[config.mk]
export PLATFORM = sky130hd
export DESIGN_NAME = dram_cmd_sched
export DESIGN_NICKNAME = d
export VERILOG_FILES = /design/src/rtl/dcs_pkg.sv /design/src/rtl/dcs_dcnt.sv /design/src/rtl/dcs_pick.sv /design/src/rtl/dcs_bank.sv /design/src/rtl/dram_cmd_sched.sv
export SDC_FILE = /design/constraint.sdc
export NUM_CORES = 1
export LEC_CHECK = 0
export CAP_MARGIN = 5
export CELL_PAD_IN_SITES_DETAIL_PLACEMENT = 0
export CELL_PAD_IN_SITES_GLOBAL_PLACEMENT = 1
export CORE_MARGIN = 10
export CORE_UTILIZATION = 46
export DETAILED_ROUTE_END_ITERATION = 10
export PLACE_DENSITY = 0.81
export SLEW_MARGIN = 5
export SYNTH_ARGS = -nofsm -noshare
export SYNTH_HDL_FRONTEND = slang
export SYNTH_SLANG_ARGS = --single-unit
[constraint.sdc]
create_clock -name clk -period 5.5 [get_ports clk]
set_input_delay 1.1 -clock clk [delete_from_list [all_inputs] [get_ports clk]]
set_output_delay 1.1 -clock clk [all_outputs]
set_load 0.03 [all_outputs]
[src/rtl/dcs_pkg.sv]
package dcs_pkg;
  typedef enum logic [2:0] {
    CMD_NOP = 3'd0,
    CMD_ACT = 3'd1,
    CMD_PRE = 3'd2,
    CMD_RD  = 3'd3,
    CMD_WR  = 3'd4
  } cmd_e;
endpackage

[src/rtl/dcs_dcnt.sv]
// Saturating timing down-counter: a load of V gives V-1 after the edge,
// so the guarded event may next occur V cycles after the loading cycle.
module dcs_dcnt #(
  parameter int W = 6
) (
  input  logic         clk,
  input  logic         rst,
  input  logic         ld,
  input  logic [W-1:0] ld_val,
  output logic         zero
);
  logic [W-1:0] cnt;

  always_ff @(posedge clk) begin
    if (rst) begin
      cnt <= '0;
    end else if (ld) begin
      cnt <= (ld_val != '0) ? ld_val - W'(1) : '0;
    end else if (cnt != '0) begin
      cnt <= cnt - W'(1);
    end
  end

  assign zero = (cnt == '0);
endmodule

[src/rtl/dcs_pick.sv]
// Rotating first-eligible selector starting at index prio.
module dcs_pick #(
  parameter int N    = 4,
  parameter int BK_W = 2
) (
  input  logic [N-1:0]    elig,
  input  logic [BK_W-1:0] prio,
  output logic            hit,
  output logic [BK_W-1:0] idx
);
  always_comb begin
    hit = 1'b0;
    idx = '0;
    for (int k = 0; k < N; k++) begin
      int j;
      j = int'(prio) + k;
      if (j >= N) j = j - N;
      if (!hit && elig[j]) begin
        hit = 1'b1;
        idx = BK_W'(j);
      end
    end
  end
endmodule

[src/rtl/dcs_bank.sv]
// One bank: request slot, open-row state and per-bank timing counters.
module dcs_bank #(
  parameter int ROW_W = 10,
  parameter int COL_W = 8,
  parameter int LEN_W = 8,
  parameter int T_W   = 6
) (
  input  logic             clk,
  input  logic             rst,
  input  logic             load,
  input  logic [ROW_W-1:0] load_row,
  input  logic [COL_W-1:0] load_col,
  input  logic [LEN_W-1:0] load_len,
  input  logic             load_wr,
  input  logic             gnt_act,
  input  logic             gnt_pre,
  input  logic             gnt_xfer,
  input  logic [LEN_W:0]   xfer_bytes,
  input  logic [T_W-1:0]   t_rcd,
  input  logic [T_W-1:0]   t_rcdwr,
  input  logic [T_W-1:0]   t_ras,
  input  logic [T_W-1:0]   t_rc,
  input  logic [T_W-1:0]   t_rp,
  output logic             busy,
  output logic             rd_ok,
  output logic             wr_ok,
  output logic             act_ok,
  output logic             pre_ok,
  output logic             is_wr,
  output logic             last_xfer,
  output logic [ROW_W-1:0] row_sel,
  output logic [COL_W-1:0] col_cur
);
  logic             slot_v;
  logic [ROW_W-1:0] s_row;
  logic [COL_W-1:0] s_col;
  logic [LEN_W-1:0] s_len;
  logic             s_wr;
  logic [LEN_W:0]   moved;
  logic             opened;
  logic [ROW_W-1:0] open_row;
  logic             rcd_z, rcdwr_z, ras_z, rc_z, rp_z;
  logic [LEN_W+1:0] moved_nxt;
  logic             hit_row;

  dcs_dcnt #(.W(T_W)) u_rcd   (.clk(clk), .rst(rst), .ld(gnt_act), .ld_val(t_rcd),   .zero(rcd_z));
  dcs_dcnt #(.W(T_W)) u_rcdwr (.clk(clk), .rst(rst), .ld(gnt_act), .ld_val(t_rcdwr), .zero(rcdwr_z));
  dcs_dcnt #(.W(T_W)) u_ras   (.clk(clk), .rst(rst), .ld(gnt_act), .ld_val(t_ras),   .zero(ras_z));
  dcs_dcnt #(.W(T_W)) u_rc    (.clk(clk), .rst(rst), .ld(gnt_act), .ld_val(t_rc),    .zero(rc_z));
  dcs_dcnt #(.W(T_W)) u_rp    (.clk(clk), .rst(rst), .ld(gnt_pre), .ld_val(t_rp),    .zero(rp_z));

  assign moved_nxt = {1'b0, moved} + {1'b0, xfer_bytes};
  assign last_xfer = (moved_nxt >= (LEN_W+2)'(s_len));
  assign hit_row   = opened && (open_row == s_row);

  always_ff @(posedge clk) begin
    if (rst) begin
      slot_v   <= 1'b0;
      s_row    <= '0;
      s_col    <= '0;
      s_len    <= '0;
      s_wr     <= 1'b0;
      moved    <= '0;
      opened   <= 1'b0;
      open_row <= '0;
    end else begin
      if (load && !slot_v) begin
        slot_v <= 1'b1;
        s_row  <= load_row;
        s_col  <= load_col;
        s_len  <= load_len;
        s_wr   <= load_wr;
        moved  <= '0;
      end else if (gnt_xfer) begin
        if (last_xfer) begin
          slot_v <= 1'b0;
          moved  <= '0;
        end else begin
          moved <= moved_nxt[LEN_W:0];
        end
      end
      if (gnt_act) begin
        opened   <= 1'b1;
        open_row <= s_row;
      end else if (gnt_pre) begin
        opened <= 1'b0;
      end
    end
  end

  assign busy    = slot_v;
  assign is_wr   = s_wr;
  assign rd_ok   = slot_v && hit_row && !s_wr && rcd_z;
  assign wr_ok   = slot_v && hit_row &&  s_wr && rcdwr_z;
  assign act_ok  = slot_v && !opened && rp_z && rc_z;
  assign pre_ok  = slot_v && opened && (open_row != s_row) && ras_z;
  assign row_sel = gnt_pre ? open_row : s_row;
  assign col_cur = s_col + COL_W'(moved);
endmodule

[src/rtl/dram_cmd_sched.sv]
module dram_cmd_sched #(
  parameter int NUM_BANKS = 4,
  parameter int ROW_W     = 10,
  parameter int COL_W     = 8,
  parameter int LEN_W     = 8,
  parameter int T_W       = 6,
  parameter int BUS_BYTES = 4,
  localparam int BK_W     = (NUM_BANKS > 1) ? $clog2(NUM_BANKS) : 1
) (
  input  logic                 clk,
  input  logic                 rst,
  input  logic [T_W-1:0]       t_ccd_i,
  input  logic [T_W-1:0]       t_rrd_i,
  input  logic [T_W-1:0]       t_rcd_i,
  input  logic [T_W-1:0]       t_ras_i,
  input  logic [T_W-1:0]       t_rp_i,
  input  logic [T_W-1:0]       t_rc_i,
  input  logic [T_W-1:0]       t_cl_i,
  input  logic [T_W-1:0]       t_wl_i,
  input  logic [T_W-1:0]       t_bl_i,
  input  logic                 req_valid_i,
  input  logic [BK_W-1:0]      req_bank_i,
  input  logic [ROW_W-1:0]     req_row_i,
  input  logic [COL_W-1:0]     req_col_i,
  input  logic [LEN_W-1:0]     req_len_i,
  input  logic                 req_write_i,
  input  logic                 rq_full_i,
  output logic [NUM_BANKS-1:0] slot_busy_o,
  output logic [2:0]           cmd_o,
  output logic [BK_W-1:0]      cmd_bank_o,
  output logic [ROW_W-1:0]     cmd_row_o,
  output logic [COL_W-1:0]     cmd_col_o,
  output logic                 push_o,
  output logic                 push_write_o,
  output logic                 push_last_o,
  output logic                 dir_write_o,
  output logic                 dir_flip_o
);
  import dcs_pkg::*;

  localparam int SW = T_W + 2;
  localparam int XW = T_W + 16;

  // derived timing
  logic [SW-1:0]    wl_p1, rtw_sum, rtw_raw;
  logic [T_W-1:0]   t_rcdwr, t_rtw;
  logic [XW-1:0]    xfer_full;
  logic [LEN_W:0]   xfer_bytes;

  assign wl_p1     = SW'(t_wl_i) + SW'(1);
  assign t_rcdwr   = (SW'(t_rcd_i) > wl_p1) ? T_W'(SW'(t_rcd_i) - wl_p1) : '0;
  assign rtw_sum   = SW'(t_cl_i) + SW'(t_bl_i >> 1) + SW'(2);
  assign rtw_raw   = (rtw_sum > SW'(t_wl_i)) ? rtw_sum - SW'(t_wl_i) : '0;
  assign t_rtw     = (rtw_raw > SW'({T_W{1'b1}})) ? {T_W{1'b1}} : T_W'(rtw_raw);
  assign xfer_full = XW'(t_bl_i) * XW'(BUS_BYTES);
  assign xfer_bytes = (LEN_W+1)'(xfer_full);

  // per-bank status
  logic [NUM_BANKS-1:0] b_busy, b_rd, b_wr, b_act, b_pre, b_iswr, b_last;
  logic [NUM_BANKS-1:0] g_act, g_pre, g_xfer, b_load;
  logic [ROW_W-1:0]     b_row [NUM_BANKS];
  logic [COL_W-1:0]     b_col [NUM_BANKS];
  logic [NUM_BANKS-1:0] e_rd, e_wr, e_act, e_pre, elig;

  // shared counters
  logic ccd_z, rrd_z, rtw_z;

  // scan and decision
  logic [BK_W-1:0] prio_q;
  logic            hit;
  logic [BK_W-1:0] idx;
  logic            sel_rd, sel_wr, sel_act, sel_pre;
  logic            dir_w_q;

  genvar b;
  generate
    for (b = 0; b < NUM_BANKS; b++) begin : g_bank
      assign b_load[b] = req_valid_i && (req_bank_i == BK_W'(b));
      assign g_act[b]  = sel_act && (idx == BK_W'(b));
      assign g_pre[b]  = sel_pre && (idx == BK_W'(b));
      assign g_xfer[b] = (sel_rd || sel_wr) && (idx == BK_W'(b));

      dcs_bank #(.ROW_W(ROW_W), .COL_W(COL_W), .LEN_W(LEN_W), .T_W(T_W)) u_bank (
        .clk(clk), .rst(rst),
        .load(b_load[b]), .load_row(req_row_i), .load_col(req_col_i),
        .load_len(req_len_i), .load_wr(req_write_i),
        .gnt_act(g_act[b]), .gnt_pre(g_pre[b]), .gnt_xfer(g_xfer[b]),
        .xfer_bytes(xfer_bytes),
        .t_rcd(t_rcd_i), .t_rcdwr(t_rcdwr), .t_ras(t_ras_i), .t_rc(t_rc_i), .t_rp(t_rp_i),
        .busy(b_busy[b]), .rd_ok(b_rd[b]), .wr_ok(b_wr[b]), .act_ok(b_act[b]),
        .pre_ok(b_pre[b]), .is_wr(b_iswr[b]), .last_xfer(b_last[b]),
        .row_sel(b_row[b]), .col_cur(b_col[b])
      );

      assign e_rd[b]  = b_rd[b] && ccd_z && !rq_full_i;
      assign e_wr[b]  = b_wr[b] && ccd_z && rtw_z && !rq_full_i;
      assign e_act[b] = b_act[b] && rrd_z;
      assign e_pre[b] = b_pre[b];
      assign elig[b]  = e_rd[b] || e_wr[b] || e_act[b] || e_pre[b];
    end
  endgenerate

  dcs_pick #(.N(NUM_BANKS), .BK_W(BK_W)) u_pick (
    .elig(elig), .prio(prio_q), .hit(hit), .idx(idx)
  );

  assign sel_rd  = hit && e_rd[idx];
  assign sel_wr  = hit && e_wr[idx];
  assign sel_act = hit && e_act[idx];
  assign sel_pre = hit && e_pre[idx];

  dcs_dcnt #(.W(T_W)) u_ccd (.clk(clk), .rst(rst), .ld(sel_rd || sel_wr), .ld_val(t_ccd_i), .zero(ccd_z));
  dcs_dcnt #(.W(T_W)) u_rrd (.clk(clk), .rst(rst), .ld(sel_act),          .ld_val(t_rrd_i), .zero(rrd_z));
  dcs_dcnt #(.W(T_W)) u_rtw (.clk(clk), .rst(rst), .ld(sel_rd),           .ld_val(t_rtw),   .zero(rtw_z));

  cmd_e cmd_d;
  always_comb begin
    cmd_d = CMD_NOP;
    if (sel_rd)       cmd_d = CMD_RD;
    else if (sel_wr)  cmd_d = CMD_WR;
    else if (sel_act) cmd_d = CMD_ACT;
    else if (sel_pre) cmd_d = CMD_PRE;
  end

  always_ff @(posedge clk) begin
    if (rst) begin
      prio_q       <= '0;
      dir_w_q      <= 1'b0;
      dir_flip_o   <= 1'b0;
      cmd_o        <= CMD_NOP;
      cmd_bank_o   <= '0;
      cmd_row_o    <= '0;
      cmd_col_o    <= '0;
      push_o       <= 1'b0;
      push_write_o <= 1'b0;
      push_last_o  <= 1'b0;
    end else begin
      if (sel_act || sel_pre)
        prio_q <= (idx == BK_W'(NUM_BANKS - 1)) ? '0 : idx + BK_W'(1);
      dir_flip_o <= (sel_rd && dir_w_q) || (sel_wr && !dir_w_q);
      if (sel_rd)      dir_w_q <= 1'b0;
      else if (sel_wr) dir_w_q <= 1'b1;
      cmd_o        <= cmd_d;
      cmd_bank_o   <= hit ? idx : '0;
      cmd_row_o    <= hit ? b_row[idx] : '0;
      cmd_col_o    <= (sel_rd || sel_wr) ? b_col[idx] : '0;
      push_o       <= sel_rd || sel_wr;
      push_write_o <= sel_wr;
      push_last_o  <= (sel_rd || sel_wr) && b_last[idx];
    end
  end

  assign dir_write_o = dir_w_q;
  assign slot_busy_o = b_busy;

  logic unused_ok;
  assign unused_ok = ^b_iswr;
endmodule

==> results.py, run 1 <==
metrics = {
    "timing": {
        "relSlewSlack_pct": 17.8,
        "min_period_ps": 4830,
        "setup_violations": 0,
        "drv_slew": 0,
        "holdWs_ps": 454,
        "fin_setup_tns_ps": 0,
        "fin_skew_ps": 26.7,
        "hold_violations": 0,
        "fmax_mhz": 207,
        "rsz0062_at_grt": "no",
        "tightest_slew_ps": 1220,
        "timing.final.crit_share_pct": 87.8,
    },
    "placed_design": {
        "port_buffers": 118,
        "hpwl_mm": 43.6,
        "place_congestion": 0.932,
    },
    "synth": {
        "yosysTopAreaCell": "dfxtp_1",
        "yosysMostFrequentCell": "nand2_1",
        "synthTopCellsByArea": "dfxtp_1 (35%), nand2_1 (8.4%), ha_1 (8.2%), a21oi_1 (6.3%), xnor2_1 (5.6%)",
        "yosys_warnings": 0,
        "netlist.area_leader.share_pct": 34.6,
        "netlist_instances": 2522,
        "ys.flop_type": "dfxtp_1",
        "syn_nets": 2750,
        "postSynth.asyncResetShare_pct": 0,
        "yosysUniqueCellTypes": 79,
        "synth_edf_count": 0,
        "ys_ff_latch": 352,
        "synth.avg_cell_area_um2": 8.07,
        "ys_seq_area_share_pct": 34.6,
        "synth_area_mm2": 0.0203,
        "synth_common_cells": "nand2_1 (453), dfxtp_1 (352), a21oi_1 (258)",
    },
    "grt": {
        "grt.total_usage_pct": 22.0,
        "antenna_found_initial": 2,
        "grt_overflow": 0,
        "first_global_vias": 17729,
        "grt_pass1_wl_mm": 95.1,
        "grt_max_degree": 142,
    },
    "critical_path": {
        "crit_type": "reg2reg",
        "required_ps": 6010,
        "critPathLaunch": "g_bank[0].u_bank.u_rp.cnt[0]",
        "r2r_start": "g_bank[0].u_bank.u_rp.cnt[0]",
        "end_kind": "flip-flop",
        "cp_max_fo": 10,
        "cp_data_arrival_time_ps": 5340,
        "cp-start-kind": "flip-flop",
    },
    "cts": {
        "clkTransAtPathRegs_ps": 60,
        "cts_hold_buf": 0,
        "numClockSinks": 352,
        "cts_root_buf": "clkbuf_16",
        "clock_path_buffers": 3,
        "ctsResizeCount": 0,
        "postCtsSetupBuffers": 0,
        "cts_made_buffers": 42,
        "h-tree-depth": 2,
        "cts_tree": "yes",
        "clk_latency_ps": 580,
    },
    "layout": {
        "drive_above_1_share_pct": 7.23,
        "syn2layout_area_growth_pct": 15.8,
        "finalNetCount": 2848,
    },
    "floorplan": {
        "fp.dieArea_mm2": 0.0530,
        "pin_count": 119,
        "fp-row-count": 77,
        "fp.dieW_um": 230,
        "coreArea_mm2": 0.0439,
        "start_util_pct": 46.3,
        "die_h_um": 230,
    },
    "detailed_routing": {
        "via_count": 18345,
        "drcViolationCount": 0,
        "antenna_left": 0,
        "routed_via_density": 5.65,
        "wl_per_cell_um": 18.5,
        "drt_iter0_markers": 1075,
        "first_pass_iters": 6,
        "routed_wl_mm": 60.1,
    },
    "run_status": {
        "status": "complete, no violations",
    },
    "power_and_ir_drop": {
        "power_leakage_nw": 9.27,
        "powerDensity_mw_per_mm2": 407,
        "ir_worst_vdd_mv": 0.224,
        "total_power_mw": 9.59,
    },
    "min_path": {
        "hold_path_class": "reg2reg",
        "hold_start": "g_bank[1].u_bank.s_col[1]",
    },
    "job": {
        "cap_violations": 0,
    },
}
==> critical path, cell delays in order, from the launching register on <==
cell	delay, ps
dfxtp_1	310
inv_1	80
ha_1	180
or3b_2	500
nor3_2	640
and4_1	310
a211oi_1	110
or3_1	350
o31ai_1	140
nor2_4	90
buf_4	220
or3_1	410
and2_1	350
a2111oi_0	880
o21bai_1	210
==> state kept, by name, indices dropped and copies added, names as in the netlist, 6 cells and up <==
name / count
g_bank.u_bank.u_rcdwr.cnt: 24
g_bank.u_bank.s_col: 32
u_rtw.cnt: 6
u_ccd.cnt: 6
g_bank.u_bank.u_ras.cnt: 24
g_bank.u_bank.open_row: 40
g_bank.u_bank.s_row: 40
u_rrd.cnt: 6
g_bank.u_bank.u_rcd.cnt: 24
g_bank.u_bank.u_rp.cnt: 24
g_bank.u_bank.u_rc.cnt: 24
g_bank.u_bank.s_len: 32
cmd_col_o: 8
cmd_row_o: 10
g_bank.u_bank.moved: 28
==> cell usage in the layout (no fill, tap or decap), drive strengths merged, types with 66 or more instances in the layout <==
master / synthesis / routed
clkdlybuf4s50: 0 / 117
nand2: 457 / 457
ha: 134 / 134
a21oi: 259 / 259
dfxtp: 352 / 352
clkbuf: 73 / 66
o21ai: 81 / 81
inv: 122 / 122
nor3: 85 / 85
xnor2: 131 / 131
nor2: 150 / 150
==> cell families (layout without fill, tap and decap cells) <==
kind of cell	after synthesis	in the layout	share of synthesized area, %
adders and majority gates	141	141	8.93
and+or+nand+nor	968	968	22.4
xor gates and xnor gates	185	185	7.96
AOI/OAI and AO/OA	564	564	17.5
DFF	352	352	34.6
buffers and inverters	236	368	4.69
muxes	76	76	3.88
other	0	1	0
==> where the power goes <==
group	leakage, nW	internal [mW]	switching, mW
registers	2.87	3.01	0.395
clock network	0.639	1.53	1.12
logic	5.76	1.59	1.95
==> path summary, 6_finish.rpt <==
check                                               endpoint  slack, ps  depth (start not counted)
worst max-delay path            g_bank[1].u_bank.u_rp.cnt[5]        670                         14
worst min-delay path               g_bank[1].u_bank.s_col[1]        450                          2
worst max register to register  g_bank[1].u_bank.u_rp.cnt[5]        670                         14
worst min register to register     g_bank[1].u_bank.s_col[1]        450                          2
==> area by class of cell <==
class | instances | area, um2
fill | 4229 | 20400
multi-input combinational | 1934 | 12400
sequential | 352 | 7050
timing repair buffer | 168 | 1620
clock buffer | 66 | 1220
tap | 592 | 741
inverter | 122 | 458
clock inverter | 12 | 91.3
antenna | 1 | 2.50
==> metal layers <==
metal | wire, um | share of wire (%) | track usage [%]
met4 | 1670 | 2.8 | 7.85
met2 | 27400 | 46 | 36.2
met5 | 0 | 0 | 0
met3 | 4010 | 6.7 | 3.72
met1 | 26900 | 45 | 28.6
==> metrics by stage <==
| stage | util [%] | cells | area (um2) | setup WS [ps] |
|---|---|---|---|---|
| finish | 53.6 | 3247 | 23600 | 670 |
| global route | 53.6 | 3246 | 23600 | 317 |
| CTS | 53.6 | 3246 | 23600 | 709 |
| detailed placement | 50.6 | 3168 | 22200 | 119 |
| global placement | 50.6 | 3168 | 22200 | 212 |
| floorplan | - | 2522 | 20300 | 1200 |
Note: power is estimated with default switching activity, not from simulation.
==> run 2, diff against run 1 <==
--- a/config.mk
+++ b/config.mk
@@ -11,6 +11,7 @@
 export CORE_MARGIN = 10
 export CORE_UTILIZATION = 46
 export DETAILED_ROUTE_END_ITERATION = 10
+export HOLD_SLACK_MARGIN = 0.15
 export PLACE_DENSITY = 0.81
 export SLEW_MARGIN = 5
 export SYNTH_ARGS = -nofsm -noshare
==> results of run 2 <==
No change in the layout: final DEF, timing and power equal those of run 1.
